$ cat config.mk
export PLATFORM = sky130hd
export DESIGN_NAME = hirq_ctrl
export DESIGN_NICKNAME = d
export VERILOG_FILES = /design/src/rtl/hirq_pkg.sv /design/src/rtl/hirq_arm_flag.sv /design/src/rtl/hirq_word_flag.sv /design/src/rtl/hirq_req_cell.sv /design/src/rtl/hirq_ctrl.sv
export SDC_FILE = /design/constraint.sdc
export NUM_CORES = 1
export LEC_CHECK = 0
export ABC_CLOCK_PERIOD_IN_PS = 1300
export BUFFER_PORTS_ARGS = -buffer_cell sky130_fd_sc_hd__clkbuf_2
export CAP_MARGIN = 20
export CORE_MARGIN = 2
export CORE_UTILIZATION = 46
export CTS_CLUSTER_SIZE = 12
export DETAILED_ROUTE_END_ITERATION = 16
export GPL_TIMING_DRIVEN = 0
export HOLD_SLACK_MARGIN = 0.12
export PLACE_DENSITY = 0.79
export SYNTH_ARGS = -nofsm -noshare
export SYNTH_HDL_FRONTEND = slang
export SYNTH_SLANG_ARGS = --single-unit
export TNS_END_PERCENT = 10
$ cat constraint.sdc
create_clock -name clk -period 1.3 [get_ports clk]
set_input_delay 0.13 -clock clk [delete_from_list [all_inputs] [get_ports clk]]
set_output_delay 0.13 -clock clk [all_outputs]
set_load 0.02 [all_outputs]
$ cat src/rtl/hirq_pkg.sv
// Shared constants and source/word/line mapping for the host
// interrupt request controller. Assumes LEG legacy lines per channel.
package hirq_pkg;
    localparam int LEG_LINES = 4;
    localparam int NUM_WORDS = 4;

    // Number of request sources for a given legacy line count.
    function automatic int src_count(input int leg);
        return 5 + 2 * leg;
    endfunction

    // Number of host lines: IRQ1, IRQ12, SMI, then the legacy lines.
    function automatic int line_count(input int leg);
        return 3 + leg;
    endfunction

    // Data word that arms and host-clears a source.
    function automatic int word_of(input int s, input int leg);
        if (s < 2)            return 0;
        else if (s < 3 + leg) return 1;
        else if (s == 4 + leg) return 3;
        else                  return 2;
    endfunction

    // Keyboard sources behave the same in both modes.
    function automatic bit is_kbd(input int s);
        return s < 2;
    endfunction

    // Host line a source drives.
    function automatic int line_of(input int s, input int leg);
        if (s < 3)             return s;
        else if (s < 3 + leg)  return s;
        else if (s < 5 + leg)  return 2;
        else                   return s - 2 - leg;
    endfunction
endpackage

$ cat src/rtl/hirq_arm_flag.sv
// Per-source "enable read as 0" mark. Set by a read while the flag is
// 0, consumed by any write to the bit (write takes priority).
module hirq_arm_flag (
    input  logic clk,
    input  logic rst_n,
    input  logic rd_zero,
    input  logic wr_any,
    output logic armed
);
    // Track the read-as-0 mark until the next write to the bit.
    always_ff @(posedge clk) begin
        if (!rst_n)       armed <= 1'b0;
        else if (wr_any)  armed <= 1'b0;
        else if (rd_zero) armed <= 1'b1;
    end
endmodule

$ cat src/rtl/hirq_word_flag.sv
// Per-data-word "written since last consumed" mark. A new CPU write
// wins over a consume in the same cycle.
module hirq_word_flag (
    input  logic clk,
    input  logic rst_n,
    input  logic wr_stb,
    input  logic consume,
    output logic written
);
    // Hold the written mark until a set consumes it.
    always_ff @(posedge clk) begin
        if (!rst_n)       written <= 1'b0;
        else if (wr_stb)  written <= 1'b1;
        else if (consume) written <= 1'b0;
    end
endmodule

$ cat src/rtl/hirq_req_cell.sv
// One request flag. Clear causes beat the set handshake. Assumes the
// caller has already qualified host_clr and word_ok by mode.
module hirq_req_cell (
    input  logic clk,
    input  logic rst_n,
    input  logic armed,
    input  logic wr_one,
    input  logic wr_zero,
    input  logic word_ok,
    input  logic host_clr,
    output logic req,
    output logic fire
);
    logic clr;

    // Any clear cause in this cycle.
    assign clr  = wr_zero | host_clr;
    // Set handshake completes, unless a clear collides with it.
    assign fire = wr_one & armed & word_ok & ~clr;

    // Request flag register.
    always_ff @(posedge clk) begin
        if (!rst_n)    req <= 1'b0;
        else if (clr)  req <= 1'b0;
        else if (fire) req <= 1'b1;
    end
endmodule

$ cat src/rtl/hirq_ctrl.sv
// Host interrupt request controller top. Builds one arm mark and one
// request cell per source, one written mark per data word, and ORs
// flags onto host lines. Assumes CPU and host strobes are one cycle.
module hirq_ctrl #(
    parameter int LEG   = hirq_pkg::LEG_LINES,
    parameter int NWORD = hirq_pkg::NUM_WORDS,
    parameter int NSRC  = hirq_pkg::src_count(LEG),
    parameter int NLINE = hirq_pkg::line_count(LEG)
) (
    input  logic             clk,
    input  logic             rst_n,
    input  logic             dir_mode,
    input  logic [NWORD-1:0] cpu_dwr_stb,
    input  logic [NSRC-1:0]  cpu_en_rd_mask,
    input  logic [NSRC-1:0]  cpu_en_wr_mask,
    input  logic [NSRC-1:0]  cpu_en_wr_data,
    input  logic [NWORD-1:0] host_rd_stb,
    output logic [NSRC-1:0]  req_flags,
    output logic [NLINE-1:0] host_line
);
    logic [NSRC-1:0]  armed;
    logic [NSRC-1:0]  fire;
    logic [NSRC-1:0]  took_word;
    logic [NWORD-1:0] written;
    logic [NWORD-1:0] consume;

    for (genvar w = 0; w < NWORD; w++) begin : g_word
        hirq_word_flag u_word (
            .clk     (clk),
            .rst_n   (rst_n),
            .wr_stb  (cpu_dwr_stb[w]),
            .consume (consume[w]),
            .written (written[w])
        );
    end

    for (genvar s = 0; s < NSRC; s++) begin : g_src
        localparam int W   = hirq_pkg::word_of(s, LEG);
        localparam bit KBD = hirq_pkg::is_kbd(s);
        logic need_word;

        // Word arming and host clearing apply to keyboard sources always,
        // and to the others only in mode 0.
        assign need_word = KBD | ~dir_mode;

        hirq_arm_flag u_arm (
            .clk     (clk),
            .rst_n   (rst_n),
            .rd_zero (cpu_en_rd_mask[s] & ~req_flags[s]),
            .wr_any  (cpu_en_wr_mask[s]),
            .armed   (armed[s])
        );

        hirq_req_cell u_cell (
            .clk      (clk),
            .rst_n    (rst_n),
            .armed    (armed[s]),
            .wr_one   (cpu_en_wr_mask[s] & cpu_en_wr_data[s]),
            .wr_zero  (cpu_en_wr_mask[s] & ~cpu_en_wr_data[s]),
            .word_ok  (~need_word | written[W]),
            .host_clr (need_word & host_rd_stb[W]),
            .req      (req_flags[s]),
            .fire     (fire[s])
        );

        // A set that relied on the word consumes its written mark.
        assign took_word[s] = fire[s] & need_word;
    end

    // Gather word consumption from every source mapped to each word.
    always_comb begin
        consume = '0;
        for (int s = 0; s < NSRC; s++) begin
            for (int w = 0; w < NWORD; w++) begin
                if (hirq_pkg::word_of(s, LEG) == w && took_word[s]) consume[w] = 1'b1;
            end
        end
    end

    // OR source flags onto the host lines.
    always_comb begin
        host_line = '0;
        for (int s = 0; s < NSRC; s++) begin
            for (int l = 0; l < NLINE; l++) begin
                if (hirq_pkg::line_of(s, LEG) == l && req_flags[s]) host_line[l] = 1'b1;
            end
        end
    end
endmodule

==> results.tsv <==
stage	metric	value	unit
status	status	finished, violations left	
status	failed_checks	negative setup slack	
placement	dpl_cell_area	1900	µm²
placement	placed_cells_incl_taps	287	
synthesis	yosys.area_share.adder	0	
synthesis	synth.top_cell.area_share	0.400	
synthesis	synth_mux_area_frac	0	
synthesis	syn_inst	174	
clocking	post_cts_buffers	0	
synthesis	yosysWarnings	0	
floorplanning	die_y	61.2	µm
sta	layout_setup_ws	-0.0146	ns
grt	use_met1	0.288	
drt	viasPerCell	5.09	
grt	grt_usage	0.247	
power_and_ir_drop	clkPwrFrac	0.304	
sta	setup_viol	1	
synthesis	post_synth.cell_area_avg	8.64	µm²
grt	met3_usage	0.0735	
drt	first_pass_iters	4	
clocking	path_clk_slew	0.09	ns
sta	finalCritPeriodShare	1.01	
sta	slew_headroom	0.640	
sta	finalSetupTns	-0.0146	ns
grt	grt_pass1_wl	6670	µm
clocking	cts_root_buffer	clkbuf_4	
setup_path	critPathSlowestCell	dlygate4sd3_1	
synthesis	netlist_area	1500	µm²
clocking	cts_buffer_depth	2	
final_layout	final_area	2400	µm²
placement	routabilityCongestion	0.881	
synthesis	synth_area_leader_cell	dfxtp_1	
drt	drt_iter0_drc	56	
grt	gr-max-usage-layer	met2	
synthesis	synth_simple_gate_area_share	0.261	
setup_path	endpoint_kind	register	
final_layout	area_delta_synth_final	60.0	%
drt	via_count	1684	
synthesis	synth_xor_area_frac	0	
grt	grt_antenna_before_repair	0	
grt	grt_util_met2	0.416	
sta	report.final.slew_viol_count	0	
power_and_ir_drop	p_leak	1.23	nW
placement	numPortBuffers	69	
power_and_ir_drop	power.internal	0.00144	W
clocking	clk_latency	0.33	ns
final_layout	drive_above_1_share	0.443	
final_layout	insertedDiodeCount	0	
power_and_ir_drop	peakVddDrop	0.655	mV
sta	timing_hold_violations_final	0	
floorplanning	initial_core_util	0.488	
flow_run	cap_violations	0	
floorplanning	die_area	3740	µm²
floorplanning	boundaryPins	70	
setup_path	path_cells	inv_1 > a21oi_1 > nor3b_1 > dlygate4sd3_1	
sta	rsz0062_at_grt	yes	
setup_path	crit_type	reg -> reg	
grt	grt_max_degree	11	
setup_path	cpPeakStageDelay	0.58	ns
power_and_ir_drop	combPwrFrac	0.195	
synthesis	synth_top_family_by_area	simple AND/OR/NAND/NOR gates	
power_and_ir_drop	p_sw_frac	0.266	
synthesis	synth_compound_area_frac	0.209	
synthesis	synth_area_leaders	dfxtp_1, buf_4, nor3b_1	
clocking	cts_buffers	5	
setup_path	crit_family	buffers and inverters	
setup_path	arrival	1.59	ns
final_layout	fill_cells	241	
sta	fin_crit	1.31	ns
floorplanning	core_area	3080	µm²
drt	finalWirelength	4500	µm
sta	worstMarginPinSlew	0.540	ns
setup_path	cp_max_fo	3	
synthesis	yosysSeqAreaShare	0.400	
power_and_ir_drop	seqPwrFrac	0.501	
synthesis	synth.distinct_cells	29	
clocking	cts_tree	built	
floorplanning	fp.dieW	61.2	µm
setup_path	start_kind	register	
sta	holdWs	0.102	ns
grt	grt_pass1_vias	1513	
synthesis	synth_seq_cells	30	
setup_path	critPathRequiredTime	1.57	ns
drt	drc	0	
placement	dp_hpwl	2750	µm
drt	wl_per_cell	13.6	µm
clocking	cts_num_sinks	30	
clocking	htree_levels	2	
setup_path	path_buf_inv	2	
floorplanning	rows	20	
final_layout	fin_nets	336	
sta	fin_worst_skew	0.00588	ns
power_and_ir_drop	power_density	814	nW/µm²
sta	fmax	761	MHz
final_layout	fin_cells	331	
grt	grt_overflow_total	0	
power_and_ir_drop	power	0.00196	W
synthesis	synth_nets	224	
min_path	hp-class	in -> reg	
power_and_ir_drop	power.switching	0.000520	W
drt	ant_nets	0	
[path summary, 6_finish.rpt]
check,from,to,slack (ns),depth (start not counted)
max,g_src[3].u_cell.req,g_src[3].u_arm.armed,-0.01,4
max reg2reg,g_src[3].u_cell.req,g_src[3].u_arm.armed,-0.01,4
min,cpu_en_rd_mask[10],g_src[10].u_arm.armed,0.10,3
min reg2reg,g_src[3].u_cell.req,g_src[3].u_cell.req,0.48,2
[state kept, by name, summed over array words and instances, names as in the netlist]
name and flops:
g_src.u_arm.armed 13, g_src.u_cell.req 13, g_word.u_word.written 4
[what timing repair did]
action | in CTS | in global routing
resized for setup | 0 | 33
endpoints found under the hold margin | 25 | 0
hold buffers | 37 | 0
endpoints found under the setup margin | 0 | 13
[final cells by class]
type                            count  area [µm²]  area share
Timing Repair Buffer              105         726       0.302
Multi-Input combinational cell    109         754       0.314
Buffer                             19         135      0.0562
Inverter                           16        60.1      0.0250
Tap cell                           44        55.1      0.0229
Clock inverter                      1        5.00     0.00208
Sequential cell                    30         613       0.255
Clock buffer                        7        55.1      0.0229
[worst min-delay path, cell delays in order]
cell and delay [ns]:
clkbuf_2 0.08, a21oi_1 0.13, nor3b_1 0.05
[per-layer routing]
layer  wire [µm]  share of wire
met2        2300           0.51
met5           0              0
met4         130          0.029
met3         268          0.060
met1        1800           0.40
[power by group through the flow]
stage / registers, W / clock network (W) / logic [W]
2_1_floorplan: 0.000992 / 0 / 0.000144
3_3_place_gp: 0.000997 / 0 / 0.000266
3_5_place_dp: 0.000997 / 0 / 0.000270
4_1_cts: 0.000977 / 0.000591 / 0.000354
5_1_grt: 0.000985 / 0.000646 / 0.000413
6_report: 0.000981 / 0.000596 / 0.000381
[cells in the mapped netlist]
library cell / n
a21boi_0: 5
nand4_1: 2
and3_1: 5
nor2b_4: 1
inv_1: 16
buf_6: 1
nand2b_1: 12
o21ai_1: 3
a221oi_1: 2
and2b_4: 1
nor3b_1: 13
o22ai_1: 2
dfxtp_1: 30
o21a_1: 3
and2_2: 2
a31oi_1: 1
a21oi_1: 14
nand3_1: 14
or2b_2: 2
buf_4: 15
o2111ai_1: 4
or2_2: 2
clkbuf_1: 3
o2111a_1: 1
o31a_1: 1
o2111ai_2: 2
a21boi_1: 5
o21ai_0: 2
nand2_1: 10
[placed cells by master (no fill, tap or decap), drive strengths merged]
master / n
a21oi: 14
nand2: 10
and2b: 1
nand4: 2
o21a: 3
o31a: 1
clkbuf: 79
and3: 5
o2111a: 1
nand2b: 12
buf: 16
nor2b: 1
inv: 16
o22ai: 2
or2: 2
dlygate4sd3: 28
nor3b: 13
a21boi: 10
or2b: 2
and2: 2
o2111ai: 6
dlymetal6s4s: 8
dfxtp: 30
nand3: 14
a31oi: 1
o21ai: 5
clkinv: 1
a221oi: 2
[metrics by stage]
stage / utilization / setup WS [ns]
global placement: 0.618 / 0.274
floorplan: - / 0.345
detailed placement: 0.618 / 0.266
CTS: 0.758 / 0.0188
finish: 0.781 / -0.0146
global route: 0.781 / -0.0749
[cells by family (layout without fill, tap and decap cells)]
logic type      Yosys count  in the layout
buf+inv                  35            148
flops                    30             30
simple gates             64             64
compound gates           45             45
Power figures use the tool's default switching activity.
